File: src/rtl/hce_pkg.sv
package hce_pkg;
  typedef enum logic [1:0] {ST_IDLE, ST_ARM, ST_RUN} hce_state_t;

  typedef struct packed {
    logic clearAll;
    logic startWin;
    logic closeWin;
    logic takeSample;
  } hce_strobe_t;
endpackage

File: src/rtl/hce_ctrl.sv
module hce_ctrl
  import hce_pkg::*;
#(
  parameter int CNT_W = 16
) (
  input  logic             clk,
  input  logic             rstN,
  input  logic             sampleValid,
  input  logic             zeroCross,
  input  logic             cntWrEn,
  input  logic [CNT_W-1:0] cntWrData,
  input  logic             flagWrEn,
  input  logic             flagWrData,
  input  logic             irqEnable,
  output hce_strobe_t      strobes,
  output logic             cycleEndFlag,
  output logic             irqReq
);
  hce_state_t       state;
  logic [CNT_W-1:0] target;
  logic [CNT_W-1:0] halfCnt;
  logic [CNT_W-1:0] nextCnt;
  logic             windowDone;

  assign nextCnt    = halfCnt + 1'b1;
  assign windowDone = (state == ST_RUN) && zeroCross && (nextCnt == target);

  always_comb begin
    strobes            = '0;
    strobes.clearAll   = cntWrEn;
    strobes.startWin   = !cntWrEn && (state == ST_ARM) && zeroCross;
    strobes.closeWin   = !cntWrEn && windowDone;
    strobes.takeSample = !cntWrEn && sampleValid &&
                         ((state == ST_RUN) || strobes.startWin);
  end

  always_ff @(posedge clk or negedge rstN) begin
    if (!rstN) begin
      state   <= ST_IDLE;
      target  <= '0;
      halfCnt <= '0;
    end else if (cntWrEn) begin
      target  <= cntWrData;
      halfCnt <= '0;
      state   <= (cntWrData == '0) ? ST_IDLE : ST_ARM;
    end else if (strobes.startWin) begin
      state   <= ST_RUN;
      halfCnt <= '0;
    end else if (state == ST_RUN && zeroCross) begin
      halfCnt <= windowDone ? '0 : nextCnt;
    end
  end

  always_ff @(posedge clk or negedge rstN) begin
    if (!rstN)
      cycleEndFlag <= 1'b0;
    else if (strobes.closeWin)
      cycleEndFlag <= 1'b1;
    else if (flagWrEn && flagWrData)
      cycleEndFlag <= 1'b0;
  end

  assign irqReq = cycleEndFlag && irqEnable;
endmodule

File: src/rtl/hce_datapath.sv
module hce_datapath
  import hce_pkg::*;
#(
  parameter int PWR_W      = 24,
  parameter int ACC_W      = 48,
  parameter int RES_W      = 24,
  parameter int RES_LSB    = 8,
  parameter bit SIGNED_PWR = 1'b1
) (
  input  logic             clk,
  input  logic             rstN,
  input  hce_strobe_t      strobes,
  input  logic [PWR_W-1:0] samplePower,
  output logic [RES_W-1:0] energyOut
);
  localparam int EXT_W = ACC_W - PWR_W;

  logic [ACC_W-1:0] accReg;
  logic [ACC_W-1:0] extPwr;
  logic [ACC_W-1:0] base;
  logic [ACC_W-1:0] addend;

  generate
    if (SIGNED_PWR) begin : g_signed
      assign extPwr = {{EXT_W{samplePower[PWR_W-1]}}, samplePower};
    end else begin : g_unsigned
      assign extPwr = {{EXT_W{1'b0}}, samplePower};
    end
  endgenerate

  assign base   = (strobes.startWin || strobes.closeWin) ? '0 : accReg;
  assign addend = strobes.takeSample ? extPwr : '0;

  always_ff @(posedge clk or negedge rstN) begin
    if (!rstN) begin
      accReg    <= '0;
      energyOut <= '0;
    end else if (strobes.clearAll) begin
      accReg    <= '0;
      energyOut <= '0;
    end else begin
      if (strobes.closeWin)
        energyOut <= accReg[RES_LSB +: RES_W];
      if (strobes.startWin || strobes.closeWin || strobes.takeSample)
        accReg <= base + addend;
    end
  end
endmodule

File: src/rtl/half_cycle_energy_acc.sv
module half_cycle_energy_acc
  import hce_pkg::*;
#(
  parameter int PWR_W      = 24,
  parameter int ACC_W      = 48,
  parameter int RES_W      = 24,
  parameter int RES_LSB    = 8,
  parameter int CNT_W      = 16,
  parameter bit SIGNED_PWR = 1'b1
) (
  input  logic             clk,
  input  logic             rstN,
  input  logic             sampleValid,
  input  logic [PWR_W-1:0] samplePower,
  input  logic             zeroCross,
  input  logic             cntWrEn,
  input  logic [CNT_W-1:0] cntWrData,
  input  logic             flagWrEn,
  input  logic             flagWrData,
  input  logic             irqEnable,
  output logic [RES_W-1:0] energyOut,
  output logic             cycleEndFlag,
  output logic             irqReq
);
  hce_strobe_t strobes;

  hce_ctrl #(.CNT_W(CNT_W)) ctrl_i (
    .clk          (clk),
    .rstN         (rstN),
    .sampleValid  (sampleValid),
    .zeroCross    (zeroCross),
    .cntWrEn      (cntWrEn),
    .cntWrData    (cntWrData),
    .flagWrEn     (flagWrEn),
    .flagWrData   (flagWrData),
    .irqEnable    (irqEnable),
    .strobes      (strobes),
    .cycleEndFlag (cycleEndFlag),
    .irqReq       (irqReq)
  );

  hce_datapath #(
    .PWR_W      (PWR_W),
    .ACC_W      (ACC_W),
    .RES_W      (RES_W),
    .RES_LSB    (RES_LSB),
    .SIGNED_PWR (SIGNED_PWR)
  ) dp_i (
    .clk         (clk),
    .rstN        (rstN),
    .strobes     (strobes),
    .samplePower (samplePower),
    .energyOut   (energyOut)
  );
endmodule

File: config.mk
export PLATFORM = sky130hd
export DESIGN_NAME = half_cycle_energy_acc
export DESIGN_NICKNAME = d
export VERILOG_FILES = /design/src/rtl/hce_pkg.sv /design/src/rtl/hce_ctrl.sv /design/src/rtl/hce_datapath.sv /design/src/rtl/half_cycle_energy_acc.sv
export SDC_FILE = /design/constraint.sdc
export NUM_CORES = 1
export LEC_CHECK = 0
export ABC_CLOCK_PERIOD_IN_PS = 5700
export BUFFER_PORTS_ARGS = -buffer_cell sky130_fd_sc_hd__buf_2
export CAP_MARGIN = 10
export CORE_MARGIN = 3
export CORE_UTILIZATION = 35
export DETAILED_ROUTE_END_ITERATION = 10
export PLACE_DENSITY_LB_ADDON = 0.12
export RECOVER_POWER = 25
export SYNTH_ARGS = -nofsm -noshare
export SYNTH_HDL_FRONTEND = slang
export SYNTH_SLANG_ARGS = --single-unit
export TNS_END_PERCENT = 100
File: constraint.sdc
create_clock -name clk -period 5.7 [get_ports clk]
set_input_delay 1.14 -clock clk [delete_from_list [all_inputs] [get_ports clk]]
set_output_delay 1.14 -clock clk [all_outputs]
set_load 0.05 [all_outputs]
[Word level (Yosys, flattened, before mapping)]
Cells that the tools add are included.
Cells by class
  add/subtract/negate cells: 2
  multiply operators: 0
  divide/modulo/power cells: 0
  magnitude comparators: 0
  eq/ne operators: 3
  shifts and indexed selects: 0
  muxes and demuxes: 15
  bitwise gates (word level): 0
  reduce and logical (&&, ||, !) cells: 19
Operators by type and width (count)
  48-bit two-way mux: 4
  16-bit two-way mux: 4
  48-bit adder: 1
  24-bit two-way mux: 2
  16-bit by 1-bit adder with 16-bit output, second input constant: 1
  16-bit == test: 1
  16-bit zero test: 1
  1-bit logical AND: 9
  2-bit nonzero test: 4
  2-bit two-way mux: 2
  1-bit logical OR: 3
  1-bit two-way mux: 3
  3-bit nonzero test: 1
  2-bit by 1-bit == test with 1-bit output, second input constant: 1
  2-bit == test, second input constant: 1
  1-bit zero test: 1
Word-level totals
  register bits after elaboration: 107
  latch bits: 0
  bits in writable memories: 0
  bits in read-only memories: 0
  bits of input ports: 48
  output and inout bits: 26
  word-level logic and storage cells: 45
  memories kept: 0

[Logic depth before layout (Yosys ltp)]
Gate-level depths: netlist of run 1.
  depth in word-level cells: 9
  gate-level depth with buffers: 23
  mapped depth without buffers: 22

[By module]
Synthesis of run 1 repeated with hierarchy kept, for this count alone.
Second synthesis, totals
  cell total of the unflattened synthesis: 750
  area total of the unflattened synthesis: 6606.3 um2
Modules (own cells, without submodules)
  hce_datapath: instances 1, cells each 519, area each 4372.9 um2, sequential area each 1401.3 um2
  hce_ctrl: instances 1, cells each 231, area each 2233.4 um2, sequential area each 875.8 um2

[Worst setup path before layout of run 1]
OpenSTA, ideal clock, no wires.
  kind: in2reg
  start: input zeroCross
  end: register dp_i.accReg[28]
  library setup time: 0.066 ns
  data arrival time: 5.128 ns
  data required time: 5.634 ns
  path slack: 0.506 ns
  cell stages on the path: 21
  path buffers: 1
  cell sequence: nand2_1 a2111oi_0 o211ai_1 nor4_1 nor4b_4 a21o_1 and2_1 buf_2 nor2b_1 ha_1 inv_1 fa_1 nand2b_1 a21oi_1 a221o_1 nor4b_1 o211ai_1 o21ai_0 or4b_2 o211ai_1 a22o_1
Between the ends
  longest elaborated chain between the ends: 8
  elaborated cells between the ends (all ways): 14
  those cells by class: add/sub: 1; mux: 4; reduce/logical: 9
RTL lines
  start, declared: RTL line half_cycle_energy_acc.sv:15  | input logic zeroCross,
  1-bit logical AND (2 in a row): RTL line hce_ctrl.sv:26  | assign windowDone = (state == ST_RUN) && zeroCross && (nextCnt == target);
  1-bit logical AND: RTL line hce_ctrl.sv:32  | strobes.closeWin = !cntWrEn && windowDone;
  1-bit logical OR: RTL line hce_datapath.sv:31, hce_datapath.sv:44
  48-bit two-way mux: RTL line hce_datapath.sv:31  | assign base = (strobes.startWin || strobes.closeWin) ? '0 : accReg;
  48-bit adder: RTL line hce_datapath.sv:45  | accReg <= base + addend;
  48-bit two-way mux: RTL line hce_datapath.sv:44  | if (strobes.startWin || strobes.closeWin || strobes.takeSample)
  48-bit two-way mux: RTL line hce_datapath.sv:38  | end else if (strobes.clearAll) begin
  end signal, assigned: RTL line hce_datapath.sv:45
  end, declared: RTL line hce_datapath.sv:18  | logic [ACC_W-1:0] accReg;
Parallel ways exist; a longest one is shown, timed or not. The select of a mux whose other input is x is not followed.
A chain may end at the register's enable or synchronous reset.

[Worst setup path after layout of run 1]
  start: register ctrl_i.halfCnt[2]
  end: register dp_i.accReg[30]
Between the ends
  longest elaborated chain between the ends: 9
  elaborated cells between the ends (all ways): 11
  those cells by class: add/sub: 2; eq/ne: 1; mux: 3; reduce/logical: 5
RTL lines
  start, declared: RTL line hce_ctrl.sv:21  | logic [CNT_W-1:0] halfCnt;
  start signal, assigned: RTL line hce_ctrl.sv:50  | halfCnt <= windowDone ? '0 : nextCnt;
  16-bit by 1-bit adder with 16-bit output *: RTL line hce_ctrl.sv:25  | assign nextCnt = halfCnt + 1'b1;
  16-bit == test *: RTL line hce_ctrl.sv:26
  1-bit logical AND *: RTL line hce_ctrl.sv:26
  1-bit logical AND *: RTL line hce_ctrl.sv:32
  1-bit logical OR *: RTL line hce_datapath.sv:31, hce_datapath.sv:44
  48-bit two-way mux: RTL line hce_datapath.sv:31
  48-bit adder: RTL line hce_datapath.sv:45
  48-bit two-way mux: RTL line hce_datapath.sv:44
  48-bit two-way mux: RTL line hce_datapath.sv:38
Mark *: on every way between the ends. The rest lies on a longest branch, timed or not. The select of a mux whose other input is x is not followed.

==> metrics.yaml, run 1 <==
status: "finished with violations"
violations: "max-capacitance violations, max-slew violations"
path_clk_slew_ps: 70
rsz0062_at_grt: "no"
slew_viol_final: 79
worstPathMaxFanout: 7
hpwl_um: 12100
antennaDiodeCount: 0
clock_skew_ps: 9.254
drtIter0Drc: 259
syn-cell-area_um2: 6236
peakVddDrop_v: 0.0001402
synth-edff-count: 0
crit_path_top_delay_cell: "o41a_1"
synth_mux_area_share_pct: 7.343
fmax_mhz: 189.1
cts_tree: "built"
holdBufCountCts: 0
syn_to_final_growth_pct: 17.05
fin_area_um2: 7300
finalSetupViolCount: 0
syn_avg_cell_area_um2: 9.130
power.density_nw_per_um2: 214.9
io_pins: 74
gp_congestion: 0.9538
cts_sinks: 91
vias: 5278
yosys.area.top_type_share_pct: 36.52
drive_above_1_share_pct: 18.21
drc: 0
syn-instance-count: 683
grt_antenna_before_repair: 0
rows: 48
crit_path_end_kind: "flop"
first_global_vias: 5321
grt_pass1_wl_um: 27540
synthXorXnorAreaFrac_pct: 6.180
final_common_cell: "dfrtp_1"
finalPower_w: 0.001569
worst-endpoint-arrival_ps: 5550
synth_area_leaders: "dfrtp_1 37%, ha_1 6.4%, mux2i_1 4.8%"
slowest_delay_ps: 490
start_util_pct: 35.93
power_frac_comb_pct: 12.8
layout_common_cells: "89 x dfrtp_1, 71 x buf_2, 66 x nand2_1"
worstSetupPathType: "flop to flop"
cts_inserted_buffers: 9
ant_nets: 0
p_sw_w: 0.0004063
h-tree-depth: 3
synth_top_cell_by_area: "dfrtp_1"
worstMarginPinSlew_ps: 2439
coreArea_um2: 17360
grt_max_degree: 56
fin_crit_sh_pct: 92.77
switching_share_pct: 25.89
synth_compound_area_share_pct: 19.46
synth_fa_ha_area_share_pct: 6.742
p_leak_nw: 3.383
start_kind: "flop"
wl_per_cell_um: 16.93
dieArea_um2: 19450
synthFlopType: "dfrtp_1"
layout.nets: 834
slew-limit-headroom_pct: -62.58
cts_buffer_depth: 2
finalHoldViolCount: 0
die_h_um: 139.5
internal_power_w: 0.001163
placed_cell_area_um2: 6907
grt_overflow: 0
wl_um: 16650
die_x_um: 139.5
crit_chain: "nand3_1, o41a_1, a41oi_1, mux2i_1, a22oi_1, nor4b_4, a21o_1, and2_2, nor2b_1, ha_1, inv_1, fa_1, nand2b_1, a21oi_2, a221o_1, nor4b_2, o211ai_1, o21ai_0, buf_4, a221oi_1, xor2_1, o31ai_1"
tns_ps: 0
min_path_type: "flop to flop"
yosys.area_share.simple_pct: 20.47
ys_types: 62
io_buffers: 73
grt_usage_pct: 17.33
clkLatencyLatePin_ps: 350
maxCapViolations: 2
ys_async_sr_fraction_pct: 100.0
cts_root_buf: "clkbuf_16"
dr.pass1.iters: 5
required_ps: 5960
ys_seq_area_share_pct: 36.52
synth_warnings: 0
vias_per_cell: 5.369
synth_seq_cells: 91
clock_power_share_pct: 43.1
synth_top_family_by_area: "simple AND/OR/NAND/NOR gates"
syn_nets: 764
seqPwrFrac_pct: 44.1
post-route-min-period_ps: 5288
-- power by group through the flow --
stage                     Clock (W)  Combinational (W)  Sequential, W
final                      0.000676           0.000201       0.000692
after global routing       0.000724           0.000225       0.000695
after CTS                  0.000698           0.000203       0.000692
after detailed placement          0           0.000203       0.000704
after global placement            0           0.000199       0.000704
after floorplan                   0           0.000132       0.000697
-- layout make-up --
cell class / instances / area (um2)
clock buffer: 13 / 260.3
clock inverter: 3 / 68.82
fill: 1753 / 10060
inverter: 16 / 60.06
multi-input combinational: 541 / 3820
sequential: 91 / 2280
tap: 225 / 281.5
timing repair buffer: 94 / 529.3
-- sequential cells by signal, summed over array words and instances (netlist names) --
signal	count
ctrl_i.state	2
ctrl_i.target	16
dp_i.accReg	32
dp_i.energyOut	24
ctrl_i.cycleEndFlag	1
ctrl_i.halfCnt	16
-- cells in the mapped netlist (3+ instances only) --
cell type	number
o21ai_1	3
o21ai_0	31
a31oi_1	3
and3_1	8
nor2b_1	37
nor2_1	41
a21o_1	16
nor3_1	6
buf_2	11
o211ai_1	8
o21bai_1	5
xnor2_1	21
clkbuf_1	20
a211oi_1	8
nand2b_1	5
or3_1	7
a41oi_1	3
nand3_1	13
a21oi_1	36
buf_1	4
xor2_1	23
nand4_1	6
nand2_1	66
o21a_1	6
a22o_1	12
a2111oi_0	4
inv_1	16
mux2_2	14
a41o_1	3
and2_1	25
ha_1	32
o31ai_1	21
nor4_1	11
dfrtp_1	91
mux2i_1	30
nor3_2	3
o41ai_1	3
-- routing by layer --
metal  vias up  GRT usage [%]  share of wire [%]
met3        18          3.333                4.0
met2        95          27.25                 45
met4         0          5.098                1.6
met1      2546          24.33                 49
li1       2619              -                  -
met5         -              0                  0
-- critical path, delay by kind of cell, from the launching register on --
family / cells / cell delay, ps
AO/OA/AOI/OAI: 10 / 2490
XOR/XNOR: 1 / 150
adder cells (fa/ha/maj): 2 / 600
buffers and inverters: 2 / 230
flip-flops: 1 / 450
multiplexers: 1 / 90
AND/OR/NAND/NOR: 6 / 1190
-- kinds of logic after synthesis --
kind of cell / count (synthesis)
AND/OR/NAND/NOR: 242
AO/OA/AOI/OAI: 178
flip-flops: 91
buffers and inverters: 51
XOR/XNOR: 44
multiplexers: 44
adder cells (fa/ha/maj): 33
-- path summary, 6_finish.rpt --
path / start / endpoint / slack, ps / depth (start not counted)
max reg2reg: ctrl_i.halfCnt[2] / dp_i.accReg[30] / 410 / 22
min reg2reg: dp_i.accReg[0] / dp_i.accReg[0] / 460 / 2
max in group asynchronous: rstN / ctrl_i.halfCnt[4] / 2430 / 2
max: ctrl_i.halfCnt[2] / dp_i.accReg[30] / 410 / 22
min in group asynchronous: rstN / ctrl_i.target[0] / 1530 / 1
min: dp_i.accReg[0] / dp_i.accReg[0] / 460 / 2
-- stage by stage --
| stage | hold WS [ps] | instances | util, % | setup slack, ps |
|---|---|---|---|---|
| floorplan | 430.9 | 683 | - | 505.8 |
| global placement | 442.8 | 965 | 39.79 | 225.2 |
| detailed placement | 448.2 | 965 | 39.79 | 113.5 |
| CTS | 463.3 | 981 | 41.69 | 64.77 |
| global route | 499.0 | 983 | 42.06 | 1.548 |
| finish | 459.3 | 983 | 42.06 | 412.1 |
-- repair_timing --
action                                  in CTS  in global routing
resized for setup                            0                 13
endpoints found under the setup margin       0                 12
setup buffers                                0                  2
(Power assumes the default switching activity.)
==> run 2, diff against run 1 <==
--- a/config.mk
+++ b/config.mk
@@ -5,14 +5,15 @@
 export SDC_FILE = /design/constraint.sdc
 export NUM_CORES = 1
 export LEC_CHECK = 0
-export ABC_CLOCK_PERIOD_IN_PS = 5700
+export ABC_CLOCK_PERIOD_IN_PS = 6600
 export BUFFER_PORTS_ARGS = -buffer_cell sky130_fd_sc_hd__buf_2
 export CAP_MARGIN = 10
-export CORE_MARGIN = 3
+export CORE_MARGIN = 2
 export CORE_UTILIZATION = 35
 export DETAILED_ROUTE_END_ITERATION = 10
 export PLACE_DENSITY_LB_ADDON = 0.12
 export RECOVER_POWER = 25
+export SLEW_MARGIN = 15
 export SYNTH_ARGS = -nofsm -noshare
 export SYNTH_HDL_FRONTEND = slang
 export SYNTH_SLANG_ARGS = --single-unit
==> constraint.sdc (replaced) <==
create_clock -name clk -period 6.6 [get_ports clk]
set_input_delay 1.32 -clock clk [delete_from_list [all_inputs] [get_ports clk]]
set_output_delay 1.32 -clock clk [all_outputs]
set_load 0.05 [all_outputs]
==> run 2 against run 1 <==
Net effect:
- the run still ends with max-capacitance violations, max-slew violations left
- cell area down 2.5%
- combinational power fell by 16%
- global-route usage is 0.73 points higher
- power fell by 15%
- first-iteration DRC count up 33%
- via count decreased by 1.0%
- hold slack improved by 8.9 ps
- sequential share of layout area rose by 0.78 points
- critical path depth is the same
==> metrics.yaml, run 2 (synthesis gave the netlist of run 1 again) <==
status: "finished with violations"
violations: "max-capacitance violations, max-slew violations"
holdBufCountCts: 0
whs_path_depth: 2
slew-limit-headroom_pct: -150.1
crit_path_end_kind: "flop"
cts_root_buf: "clkbuf_16"
worst-r2r-cell-count: 22
vias_per_cell: 5.390
slowest_delay_ps: 540
cts_sinks: 91
holdWs_ps: 468.2
slew_viol_final: 169
die_x_um: 137.5
finalHoldViolCount: 0
rows: 48
vias: 5223
wl_per_cell_um: 16.86
h-tree-depth: 3
largest_reg_flops: 32
grt_pass1_wl_um: 26520
die_h_um: 137.5
hold_start: "dp_i.accReg[0]"
peakVddDrop_v: 0.0001167
reg_top3: "dp_i.accReg: 32 flops, dp_i.energyOut: 24 flops"
min_path_type: "flop to flop"
grt_antenna_before_repair: 0
fmax_mhz: 163.6
tns_ps: 0
layout_common_cells: "91 x dfrtp_1, 72 x buf_2, 66 x nand2_1"
worstReg2RegStart: "ctrl_i.halfCnt[6]"
grt_overflow: 0
rsz0062_at_grt: "no"
post_cts_buffers: 0
crit_path_top_delay_cell: "dfrtp_1"
first_global_vias: 5121
r2r_end: "dp_i.accReg[30]"
drtIter0Drc: 345
top_register: "dp_i.accReg"
io_pins: 74
crit_family: "compound AO/OA/AOI/OAI gates"
cp.buffers_inverters: 2
dieArea_um2: 18900
grt_max_degree: 75
layout.nets: 820
post_cts_resized: 0
antennaDiodeCount: 0
worstPathMaxFanout: 21
hpwl_um: 11720
cts_inserted_buffers: 9
finalSetupViolCount: 0
clock_skew_ps: 8.775
gp_congestion: 0.8902
required_ps: 6680
post-route-min-period_ps: 6111
finalPower_w: 0.001327
final_common_cell: "dfrtp_1"
path_clk_slew_ps: 70
worstMarginPinSlew_ps: 3751
crit_cells: 22
dr.pass1.iters: 4
syn_to_final_growth_pct: 14.09
ant_nets: 0
p_leak_nw: 3.273
coreArea_um2: 17360
drive_above_1_share_pct: 15.73
cts_tree: "built"
clkLatencyLatePin_ps: 350
worst-endpoint-arrival_ps: 6190
crit_chain: "nand4_1, nor4_2, xnor2_1, mux2i_1, a22oi_1, nor4b_4, a21o_1, and2_1, buf_4, nor2b_1, ha_1, inv_1, fa_1, nand2b_1, a21oi_1, a221o_1, nor4b_1, o211ai_1, o21ai_0, a221oi_1, xor2_1, o31ai_1"
fin_crit_sh_pct: 92.59
worstSetupPathType: "flop to flop"
grt_usage_pct: 18.06
start_kind: "flop"
power.density_nw_per_um2: 186.5
wl_um: 16330
endpoint: "dp_i.accReg[30]"
cts_buffer_depth: 2
start_util_pct: 35.93
finalCoreUtilization_pct: 40.99
crit_start: "ctrl_i.halfCnt[6]"
r2r_slack_ps: 490
io_buffers: 73
maxCapViolations: 3
drc: 0
==> run 2: cell count changes in the layout (fill, tap and decap cells not counted), moves of 2 or more <==
cell / delta
dfrtp_2: -2
dfrtp_1: +2
buf_4: -14
clkbuf_1: -2
==> run 2: layout make-up <==
class,count,area [um2]
clock buffers,12,266.5
clock inverters,4,55.05
fillers,1707,10240
inverters,16,60.06
multi-input cells,541,3765
flip-flops and latches,91,2277
well taps,225,281.5
repair buffers,80,409.1
==> run 2: worst min path at each step <==
stage                     endpoint  slack (ps)
floorplan           dp_i.accReg[0]         430
global placement    dp_i.accReg[7]         460
finish              dp_i.accReg[0]         470
detailed placement  dp_i.accReg[0]         450
CTS                 dp_i.accReg[0]         470
global route        dp_i.accReg[0]         500
==> run 2: where the power goes <==
part	switching (W)	internal, W	leakage, nW
clock	0.000233	0.000327	0.155
sequential	0.0000195	0.000578	1.23
combinational	0.000100	0.0000692	1.89
total	0.000352	0.000975	3.27
==> run 2: worst min-delay path: cells and delay by family, from the launching register on <==
| kind | cells | cell delay, ps |
|---|---|---|
| flip-flops | 1 | 340 |
| AND/OR/NAND/NOR | 2 | 100 |
==> run 2: layer usage <==
metal,wire (um),vias to the layer above,GRT usage [%]
met4,333,0,6.930
li1,-,2588,-
met1,8033,2521,25.52
met5,0,-,0
met2,7437,94,28.11
met3,529,20,2.318
==> run 2: metrics by stage <==
step,setup slack (ps),cell area [um2],instances
final,489.0,7114,969
after detailed placement,697.1,6804,953
after floorplan,1226,6236,683
after global placement,776.6,6804,953
after CTS,663.0,7126,969
after global routing,101.6,7114,969
